## src/rtl/bcd_rtc_pkg.sv

```systemverilog
package bcd_rtc_pkg;
  localparam int NIB_W      = 4;
  localparam int ADDR_W     = 4;
  localparam int NUM_DIGITS = 13;
  localparam int NUM_REGS   = 2 ** ADDR_W;
  localparam int BIN_W      = 8;

  // digit register positions (host-visible order)
  localparam int IDX_SEC_U = 0;
  localparam int IDX_SEC_T = 1;
  localparam int IDX_MIN_U = 2;
  localparam int IDX_MIN_T = 3;
  localparam int IDX_HR_U  = 4;
  localparam int IDX_HR_T  = 5;
  localparam int IDX_DAY_U = 6;
  localparam int IDX_DAY_T = 7;
  localparam int IDX_MON_U = 8;
  localparam int IDX_MON_T = 9;
  localparam int IDX_YR_U  = 10;
  localparam int IDX_YR_T  = 11;
  localparam int IDX_WDAY  = 12;

  localparam logic [ADDR_W-1:0] ADR_STATUS = ADDR_W'(13);
  localparam logic [ADDR_W-1:0] ADR_RATE   = ADDR_W'(14);
  localparam logic [ADDR_W-1:0] ADR_MODE   = ADDR_W'(15);

  // strobes from control to datapath
  typedef struct packed {
    logic              advance;
    logic              round30;
    logic              clearSec;
    logic              mode24;
    logic              wrDigit;
    logic [ADDR_W-1:0] wrAddr;
    logic [NIB_W-1:0]  wrData;
  } dpCmd_t;

  // state hints from datapath back to control
  typedef struct packed {
    logic secAt59;
    logic minAt59;
  } dpStat_t;

  function automatic logic [NIB_W-1:0] digitMask(input int idx);
    case (idx)
      IDX_SEC_T, IDX_MIN_T, IDX_HR_T, IDX_WDAY: return NIB_W'(7);
      IDX_DAY_T:                                return NIB_W'(3);
      IDX_MON_T:                                return NIB_W'(1);
      default:                                  return NIB_W'(15);
    endcase
  endfunction

  function automatic logic [NIB_W-1:0] digitResetVal(input int idx);
    return (idx == IDX_DAY_U || idx == IDX_MON_U) ? NIB_W'(1) : NIB_W'(0);
  endfunction

  function automatic logic [BIN_W-1:0] bcdToBin(input logic [NIB_W-1:0] tens,
                                                 input logic [NIB_W-1:0] units);
    return BIN_W'(tens) * BIN_W'(10) + BIN_W'(units);
  endfunction

  function automatic logic [2*NIB_W-1:0] binToBcd(input logic [BIN_W-1:0] b);
    return {NIB_W'(b / BIN_W'(10)), NIB_W'(b % BIN_W'(10))};
  endfunction

  function automatic logic [BIN_W-1:0] monthLen(input logic [BIN_W-1:0] mon,
                                                 input logic [1:0] yrLow);
    case (mon)
      BIN_W'(4), BIN_W'(6), BIN_W'(9), BIN_W'(11): return BIN_W'(30);
      BIN_W'(2): return (yrLow == 2'd0) ? BIN_W'(29) : BIN_W'(28);
      default:   return BIN_W'(31);
    endcase
  endfunction
endpackage

```

## src/rtl/bcd_rtc_ctrl.sv

```systemverilog
module bcd_rtc_ctrl
  import bcd_rtc_pkg::*;
(
  input  logic              clk,
  input  logic              rstN,
  input  logic              tickSec,
  input  logic              tick64,
  input  logic [ADDR_W-1:0] busAddr,
  input  logic              busWrEn,
  input  logic [NIB_W-1:0]  busWrData,
  input  dpStat_t           stat,
  output dpCmd_t            cmd,
  output logic [NIB_W-1:0]  ctrlRd,
  output logic              irqOut
);
  logic       holdQ, irqFlagQ, pendingQ, pulseQ;
  logic [1:0] rateQ;
  logic       intModeQ, maskQ;
  logic       resetBitQ, stopQ, mode24Q, testQ;

  logic wrStatus, wrRate, wrMode, digitWr;
  logic runOk, round30, applyTick, periodEvt;

  assign wrStatus = busWrEn && (busAddr == ADR_STATUS);
  assign wrRate   = busWrEn && (busAddr == ADR_RATE);
  assign wrMode   = busWrEn && (busAddr == ADR_MODE);
  assign digitWr  = busWrEn && (busAddr < ADDR_W'(NUM_DIGITS));

  assign runOk     = !stopQ && !resetBitQ;
  assign round30   = wrStatus && busWrData[3] && !resetBitQ;
  assign applyTick = runOk && !holdQ && !digitWr && !round30 && (tickSec || pendingQ);

  always_comb begin
    case (rateQ)
      2'd0:    periodEvt = tick64 && runOk;
      2'd1:    periodEvt = applyTick;
      2'd2:    periodEvt = applyTick && stat.secAt59;
      default: periodEvt = applyTick && stat.secAt59 && stat.minAt59;
    endcase
  end

  // second bookkeeping: one remembered strobe while frozen or deferred
  always_ff @(posedge clk or negedge rstN) begin
    if (!rstN) begin
      pendingQ <= 1'b0;
    end else if (applyTick) begin
      pendingQ <= 1'b0;
    end else if (runOk && tickSec) begin
      pendingQ <= 1'b1;
    end
  end

  always_ff @(posedge clk or negedge rstN) begin
    if (!rstN) begin
      holdQ    <= 1'b0;
      irqFlagQ <= 1'b0;
      pulseQ   <= 1'b0;
    end else begin
      pulseQ <= periodEvt;
      if (wrStatus) holdQ <= busWrData[0];
      if (periodEvt) begin
        irqFlagQ <= 1'b1;
      end else if (wrStatus && !busWrData[2]) begin
        irqFlagQ <= 1'b0;
      end
    end
  end

  always_ff @(posedge clk or negedge rstN) begin
    if (!rstN) begin
      rateQ     <= 2'd0;
      intModeQ  <= 1'b0;
      maskQ     <= 1'b1;
      resetBitQ <= 1'b0;
      stopQ     <= 1'b0;
      mode24Q   <= 1'b1;
      testQ     <= 1'b0;
    end else begin
      if (wrRate) begin
        rateQ    <= busWrData[3:2];
        intModeQ <= busWrData[1];
        maskQ    <= busWrData[0];
      end
      if (wrMode) begin
        testQ     <= busWrData[3];
        mode24Q   <= busWrData[2];
        stopQ     <= busWrData[1];
        resetBitQ <= busWrData[0];
      end
    end
  end

  assign irqOut = !maskQ && (intModeQ ? irqFlagQ : pulseQ);

  always_comb begin
    case (busAddr)
      ADR_STATUS: ctrlRd = {1'b0, irqFlagQ, applyTick, holdQ};
      ADR_RATE:   ctrlRd = {rateQ, intModeQ, maskQ};
      ADR_MODE:   ctrlRd = {testQ, mode24Q, stopQ, resetBitQ};
      default:    ctrlRd = '0;
    endcase
  end

  always_comb begin
    cmd.advance  = applyTick;
    cmd.round30  = round30;
    cmd.clearSec = resetBitQ;
    cmd.mode24   = mode24Q;
    cmd.wrDigit  = digitWr;
    cmd.wrAddr   = busAddr;
    cmd.wrData   = busWrData;
  end
endmodule

```

## src/rtl/bcd_rtc_datapath.sv

```systemverilog
module bcd_rtc_datapath
  import bcd_rtc_pkg::*;
(
  input  logic              clk,
  input  logic              rstN,
  input  dpCmd_t            cmd,
  input  logic [ADDR_W-1:0] rdAddr,
  output logic [NIB_W-1:0]  digitRd,
  output dpStat_t           stat
);
  logic [NIB_W-1:0] digitQ    [NUM_DIGITS];
  logic [NIB_W-1:0] digitNext [NUM_DIGITS];
  logic [NIB_W-1:0] rdVec     [NUM_REGS];

  logic [BIN_W-1:0] secB, minB, hourB, dayB, monB, yearB, wdB;
  logic             pmQ;

  assign secB  = bcdToBin(digitQ[IDX_SEC_T], digitQ[IDX_SEC_U]);
  assign minB  = bcdToBin(digitQ[IDX_MIN_T], digitQ[IDX_MIN_U]);
  assign hourB = bcdToBin({2'b00, digitQ[IDX_HR_T][1:0]}, digitQ[IDX_HR_U]);
  assign dayB  = bcdToBin(digitQ[IDX_DAY_T], digitQ[IDX_DAY_U]);
  assign monB  = bcdToBin(digitQ[IDX_MON_T], digitQ[IDX_MON_U]);
  assign yearB = bcdToBin(digitQ[IDX_YR_T], digitQ[IDX_YR_U]);
  assign wdB   = BIN_W'(digitQ[IDX_WDAY]);
  assign pmQ   = digitQ[IDX_HR_T][2];

  assign stat.secAt59 = (secB >= BIN_W'(59));
  assign stat.minAt59 = (minB >= BIN_W'(59));

  logic             minInc, hourInc, dayInc, monInc, yearInc, nPm;
  logic [BIN_W-1:0] nSec, nMin, nHour, nDay, nMon, nYear, nWd, dayLimit;
  logic [2*NIB_W-1:0] bcdSec, bcdMin, bcdHour, bcdDay, bcdMon, bcdYear;

  always_comb begin
    minInc = (cmd.advance && secB >= BIN_W'(59)) ||
             (cmd.round30 && secB >= BIN_W'(30));
    nSec   = (cmd.round30 || secB >= BIN_W'(59)) ? '0 : secB + BIN_W'(1);

    hourInc = minInc && (minB >= BIN_W'(59));
    nMin    = minInc ? ((minB >= BIN_W'(59)) ? '0 : minB + BIN_W'(1)) : minB;

    nHour  = hourB;
    nPm    = pmQ;
    dayInc = 1'b0;
    if (hourInc) begin
      if (cmd.mode24) begin
        if (hourB >= BIN_W'(23)) begin
          nHour  = '0;
          dayInc = 1'b1;
        end else begin
          nHour = hourB + BIN_W'(1);
        end
      end else if (hourB == BIN_W'(11)) begin
        nHour  = BIN_W'(12);
        nPm    = !pmQ;
        dayInc = pmQ;
      end else if (hourB >= BIN_W'(12)) begin
        nHour = BIN_W'(1);
      end else begin
        nHour = hourB + BIN_W'(1);
      end
    end

    dayLimit = monthLen(monB, yearB[1:0]);
    monInc   = dayInc && (dayB >= dayLimit);
    nDay     = dayInc ? ((dayB >= dayLimit) ? BIN_W'(1) : dayB + BIN_W'(1)) : dayB;
    nWd      = dayInc ? ((wdB >= BIN_W'(6)) ? '0 : wdB + BIN_W'(1)) : wdB;

    yearInc = monInc && (monB >= BIN_W'(12));
    nMon    = monInc ? ((monB >= BIN_W'(12)) ? BIN_W'(1) : monB + BIN_W'(1)) : monB;
    nYear   = yearInc ? ((yearB >= BIN_W'(99)) ? '0 : yearB + BIN_W'(1)) : yearB;

    bcdSec  = binToBcd(nSec);
    bcdMin  = binToBcd(nMin);
    bcdHour = binToBcd(nHour);
    bcdDay  = binToBcd(nDay);
    bcdMon  = binToBcd(nMon);
    bcdYear = binToBcd(nYear);

    digitNext[IDX_SEC_U] = bcdSec[NIB_W-1:0];
    digitNext[IDX_SEC_T] = bcdSec[2*NIB_W-1:NIB_W];
    digitNext[IDX_MIN_U] = bcdMin[NIB_W-1:0];
    digitNext[IDX_MIN_T] = bcdMin[2*NIB_W-1:NIB_W];
    digitNext[IDX_HR_U]  = bcdHour[NIB_W-1:0];
    digitNext[IDX_HR_T]  = (bcdHour[2*NIB_W-1:NIB_W] & NIB_W'(3)) | {1'b0, nPm, 2'b00};
    digitNext[IDX_DAY_U] = bcdDay[NIB_W-1:0];
    digitNext[IDX_DAY_T] = bcdDay[2*NIB_W-1:NIB_W];
    digitNext[IDX_MON_U] = bcdMon[NIB_W-1:0];
    digitNext[IDX_MON_T] = bcdMon[2*NIB_W-1:NIB_W];
    digitNext[IDX_YR_U]  = bcdYear[NIB_W-1:0];
    digitNext[IDX_YR_T]  = bcdYear[2*NIB_W-1:NIB_W];
    digitNext[IDX_WDAY]  = nWd[NIB_W-1:0];
  end

  // one register per digit: seconds clear > host write > count
  for (genvar i = 0; i < NUM_DIGITS; i++) begin : g_digit
    localparam bit IS_SEC = (i == IDX_SEC_U) || (i == IDX_SEC_T);
    always_ff @(posedge clk or negedge rstN) begin
      if (!rstN) begin
        digitQ[i] <= digitResetVal(i);
      end else if (IS_SEC && cmd.clearSec) begin
        digitQ[i] <= '0;
      end else if (cmd.wrDigit && cmd.wrAddr == ADDR_W'(i)) begin
        digitQ[i] <= cmd.wrData & digitMask(i);
      end else if (cmd.advance || cmd.round30) begin
        digitQ[i] <= digitNext[i] & digitMask(i);
      end
    end
  end

  for (genvar j = 0; j < NUM_REGS; j++) begin : g_rd
    if (j < NUM_DIGITS) begin : g_live
      assign rdVec[j] = digitQ[j];
    end else begin : g_none
      assign rdVec[j] = '0;
    end
  end

  assign digitRd = rdVec[rdAddr];
endmodule

```

## src/rtl/bcd_rtc.sv

```systemverilog
module bcd_rtc
  import bcd_rtc_pkg::*;
(
  input  logic              clk,
  input  logic              rstN,
  input  logic              tickSec,
  input  logic              tick64,
  input  logic [ADDR_W-1:0] busAddr,
  input  logic              busWrEn,
  input  logic [NIB_W-1:0]  busWrData,
  output logic [NIB_W-1:0]  busRdData,
  output logic              irqOut
);
  dpCmd_t           dpCmd;
  dpStat_t          dpStat;
  logic [NIB_W-1:0] ctrlRd, digitRd;

  bcd_rtc_ctrl u_ctrl (
    .clk       (clk),
    .rstN      (rstN),
    .tickSec   (tickSec),
    .tick64    (tick64),
    .busAddr   (busAddr),
    .busWrEn   (busWrEn),
    .busWrData (busWrData),
    .stat      (dpStat),
    .cmd       (dpCmd),
    .ctrlRd    (ctrlRd),
    .irqOut    (irqOut)
  );

  bcd_rtc_datapath u_dp (
    .clk     (clk),
    .rstN    (rstN),
    .cmd     (dpCmd),
    .rdAddr  (busAddr),
    .digitRd (digitRd),
    .stat    (dpStat)
  );

  assign busRdData = (busAddr < ADDR_W'(NUM_DIGITS)) ? digitRd : ctrlRd;
endmodule

```

## config.mk

```make
export PLATFORM = sky130hd
export DESIGN_NAME = bcd_rtc
export DESIGN_NICKNAME = d
export VERILOG_FILES = /design/src/rtl/bcd_rtc_pkg.sv /design/src/rtl/bcd_rtc_ctrl.sv /design/src/rtl/bcd_rtc_datapath.sv /design/src/rtl/bcd_rtc.sv
export SDC_FILE = /design/constraint.sdc
export NUM_CORES = 1
export LEC_CHECK = 0
export ABC_AREA = 1
export ABC_CLOCK_PERIOD_IN_PS = 5100
export BUFFER_PORTS_ARGS = -buffer_cell sky130_fd_sc_hd__clkbuf_2
export CAP_MARGIN = 20
export CORE_MARGIN = 4
export CORE_UTILIZATION = 45
export DETAILED_ROUTE_END_ITERATION = 8
export HOLD_SLACK_MARGIN = 0.06
export PLACE_DENSITY = 0.65
export SYNTH_ARGS = -nofsm -noshare
export SYNTH_HDL_FRONTEND = slang
export SYNTH_SLANG_ARGS = --single-unit
```

## constraint.sdc

```tcl
create_clock -name clk -period 5.1 [get_ports clk]
set_clock_uncertainty 0.15 [all_clocks]
set_input_delay 0.51 -clock clk [delete_from_list [all_inputs] [get_ports clk]]
set_output_delay 0.51 -clock clk [all_outputs]
set_load 0.01 [all_outputs]
```

==> results.ini <==
[clock_tree]
htreeDepth=2
cts_tree=built
clockBufferDepth=2
cts_root_buf=clkbuf_16
cts.sinks=55
clk_pin_slew_ps=70
clk_latency_ps=290
numCtsBuffers=5

[floorplan]
core_region_area_sq_um=14500
die_w_um=130
rows=44
dieArea_sq_um=16900
die_h_um=130
start_util=0.460
io_pins=18

[synth]
synth.most_common_cell=nand2_1
yosys.cell_types.count=62
syn_nets=1081
ys.flop_type=dfrtp_1
synth_warnings=0
synth_area_leaders=dfrtp_1, nand2_1, ha_1, inv_1, nand3_1
async_flop_share=1.00
synth_top_area_cell=dfrtp_1
synthCells=1007
synth_top_family_by_area=simple AND/OR/NAND/NOR gates
synthesis.area_sq_um=6690
ys_seq_elements=55
synth_fa_ha_area_frac=0.121
synth_compound_area_frac=0.176
yosysSeqAreaShare=0.207
synthMuxAreaShare=0.00168
yosys.area_share.xor_xnor=0.0404
yosysTopAreaCellShare=0.191
netlist_top_cells_count=nand2_1, inv_1, nor2_1
synth_enable_flop_cells=0
yosys.area_share.simple=0.353
synth_area_per_cell_sq_um=6.64

[global_route]
antenna_found_initial=0
grt_pass1_wl_mm=29.7
grtUsageTotal=0.214
grt_overflow=0
grt_pass1_vias=6213
grt_max_degree=56

[sta]
finalWorstSetupSlack_ps=61.1
fin_crit_sh=0.988
holdWs_ps=209
tightest_slew_ps=793
max_freq_ghz=0.198
slew_headroom=0.469
period_minus_slack_ps=5040
maxSlewViolCount=0
rsz0062_at_grt=true
hold_viol=0
finalSetupViolCount=0

[critical_path]
cp_slowest_stage_delay_ps=450
path_max_fanout=5
critPathBufInv=8
crit_slowest_cell=dfrtp_2
start_kind=register
cp_top_family=simple AND/OR/NAND/NOR gates
crit_type=register to register
endpoint_kind=register
critPathRequiredTime_ps=5180
critical_path.most_common_cell=nand2_2
arrival_ps=5120

[drt]
remaining_drc_errors=0
postRouteAntennaNets=0
drtIter0Drc=564
vias=6797
routedWlPerCell_um=14.4
routed_wl_mm=18.2
firstDrtPassIters=5
viasPerCell=5.39

[finish]
diodes=0
syn_to_final_growth_pct=17.5
fin_nets=1151
fill_cells=1477
drive_gt1_frac=0.204

[placement]
detailed_place_hpwl_mm=14.4
dp_slack_ps=-215
gp_congestion=0.976
port_buffers=17

[worst_hold_path]
hold_path.class=primary input to asynchronous set/reset pin

[run]
drv_cap=0

[run_status]
status=finished, final reports clean

routing by layer:
layer	track usage	part of all wire	vias to the layer above
li1	-	-	3490
met1	0.301	0.46	3116
met2	0.356	0.47	171
met3	0.0246	0.055	20
met4	0.0428	0.014	0
met5	0	0	-
layout make-up:
cell class,instances,area (sq um),share of cell area
multi-input cells,778,4940,0.629
flip-flops and latches,55,1380,0.176
inverters,167,629,0.0801
repair buffers,70,498,0.0634
well taps,184,230,0.0293
clock buffers,6,139,0.0177
clock inverters,2,35.0,0.00446
through the flow:
stage | utilization | instance area (sq um) | std cells | setup TNS [ps]
final | 0.541 | 7860 | 1262 | 0
after global routing | 0.541 | 7860 | 1262 | -897
after CTS | 0.525 | 7630 | 1258 | -8.78
after detailed placement | 0.501 | 7280 | 1239 | -366
after global placement | 0.501 | 7280 | 1239 | -23.7
after floorplan | - | 6730 | 1007 | 0
flip-flops by register name, summed over array words and instances (netlist names):
| register | cells |
|---|---|
| u_ctrl.maskQ | 1 |
| u_ctrl.resetBitQ | 1 |
| u_ctrl.rateQ | 2 |
| u_dp.digitQ | 43 |
| u_ctrl.holdQ | 1 |
| u_ctrl.mode24Q | 1 |
| u_ctrl.pulseQ | 1 |
| u_ctrl.testQ | 1 |
| u_ctrl.intModeQ | 1 |
| u_ctrl.pendingQ | 1 |
| u_ctrl.irqFlagQ | 1 |
| u_ctrl.stopQ | 1 |
final timing paths:
kind | cells past startpoint | endpoint | slack (ps) | start
worst max-delay path | 43 | u_dp.digitQ[11] | 60 | u_dp.digitQ[12]
worst min-delay path | 2 | u_dp.digitQ[48] | 210 | rstN
worst max register to register | 43 | u_dp.digitQ[11] | 60 | u_dp.digitQ[12]
worst min register to register | 2 | u_ctrl.testQ | 340 | u_ctrl.testQ
max in group asynchronous | 2 | u_dp.digitQ[12] | 4080 | rstN
min in group clk | 2 | u_ctrl.testQ | 340 | u_ctrl.testQ
cells by family after synthesis:
group	after synthesis
buffers and inverters	174
XOR/XNOR	30
AND/OR/NAND/NOR	507
flip-flops	55
AO/OA/AOI/OAI	179
adder cells (fa/ha/maj)	61
multiplexers	1
worst reg2reg max path: cells and delay by family, from the launching register on:
| kind | cells | cell delay [ps] |
|---|---|---|
| and+or+nand+nor | 23 | 1860 |
| adders and majority gates | 5 | 900 |
| buffers and inverters | 8 | 820 |
| AOI/OAI and AO/OA | 6 | 670 |
| DFF | 1 | 450 |
| xor gates and xnor gates | 1 | 140 |
cell usage in the layout (no fill, tap or decap), drive strengths merged, types with 2 or more instances in the layout:
cell / n
a21oi: 37
a221oi: 6
a22oi: 19
a31oi: 3
a32o: 3
buf: 53
clkbuf: 23
clkinv: 6
dfrtp: 51
dfstp: 4
fa: 6
ha: 55
inv: 162
nand2: 280
nand3: 90
nand3b: 5
nand4: 14
nor2: 97
nor3: 15
o2111ai: 2
o211ai: 13
o21ai: 65
o21bai: 4
o221ai: 14
o22ai: 2
o31ai: 2
o32ai: 2
or2: 3
xnor2: 8
xor2: 22
repair_timing:
item                                    CTS  global route
endpoints found under the hold margin     0             0
endpoints found under the setup margin    4            15
resized for setup                        23            46
hold buffers                              0             0
setup buffers                            11             7
pin swaps                                14            31
Power is not shown: default switching activity piles up to over one toggle a cycle in this logic, so the estimate is an artifact.
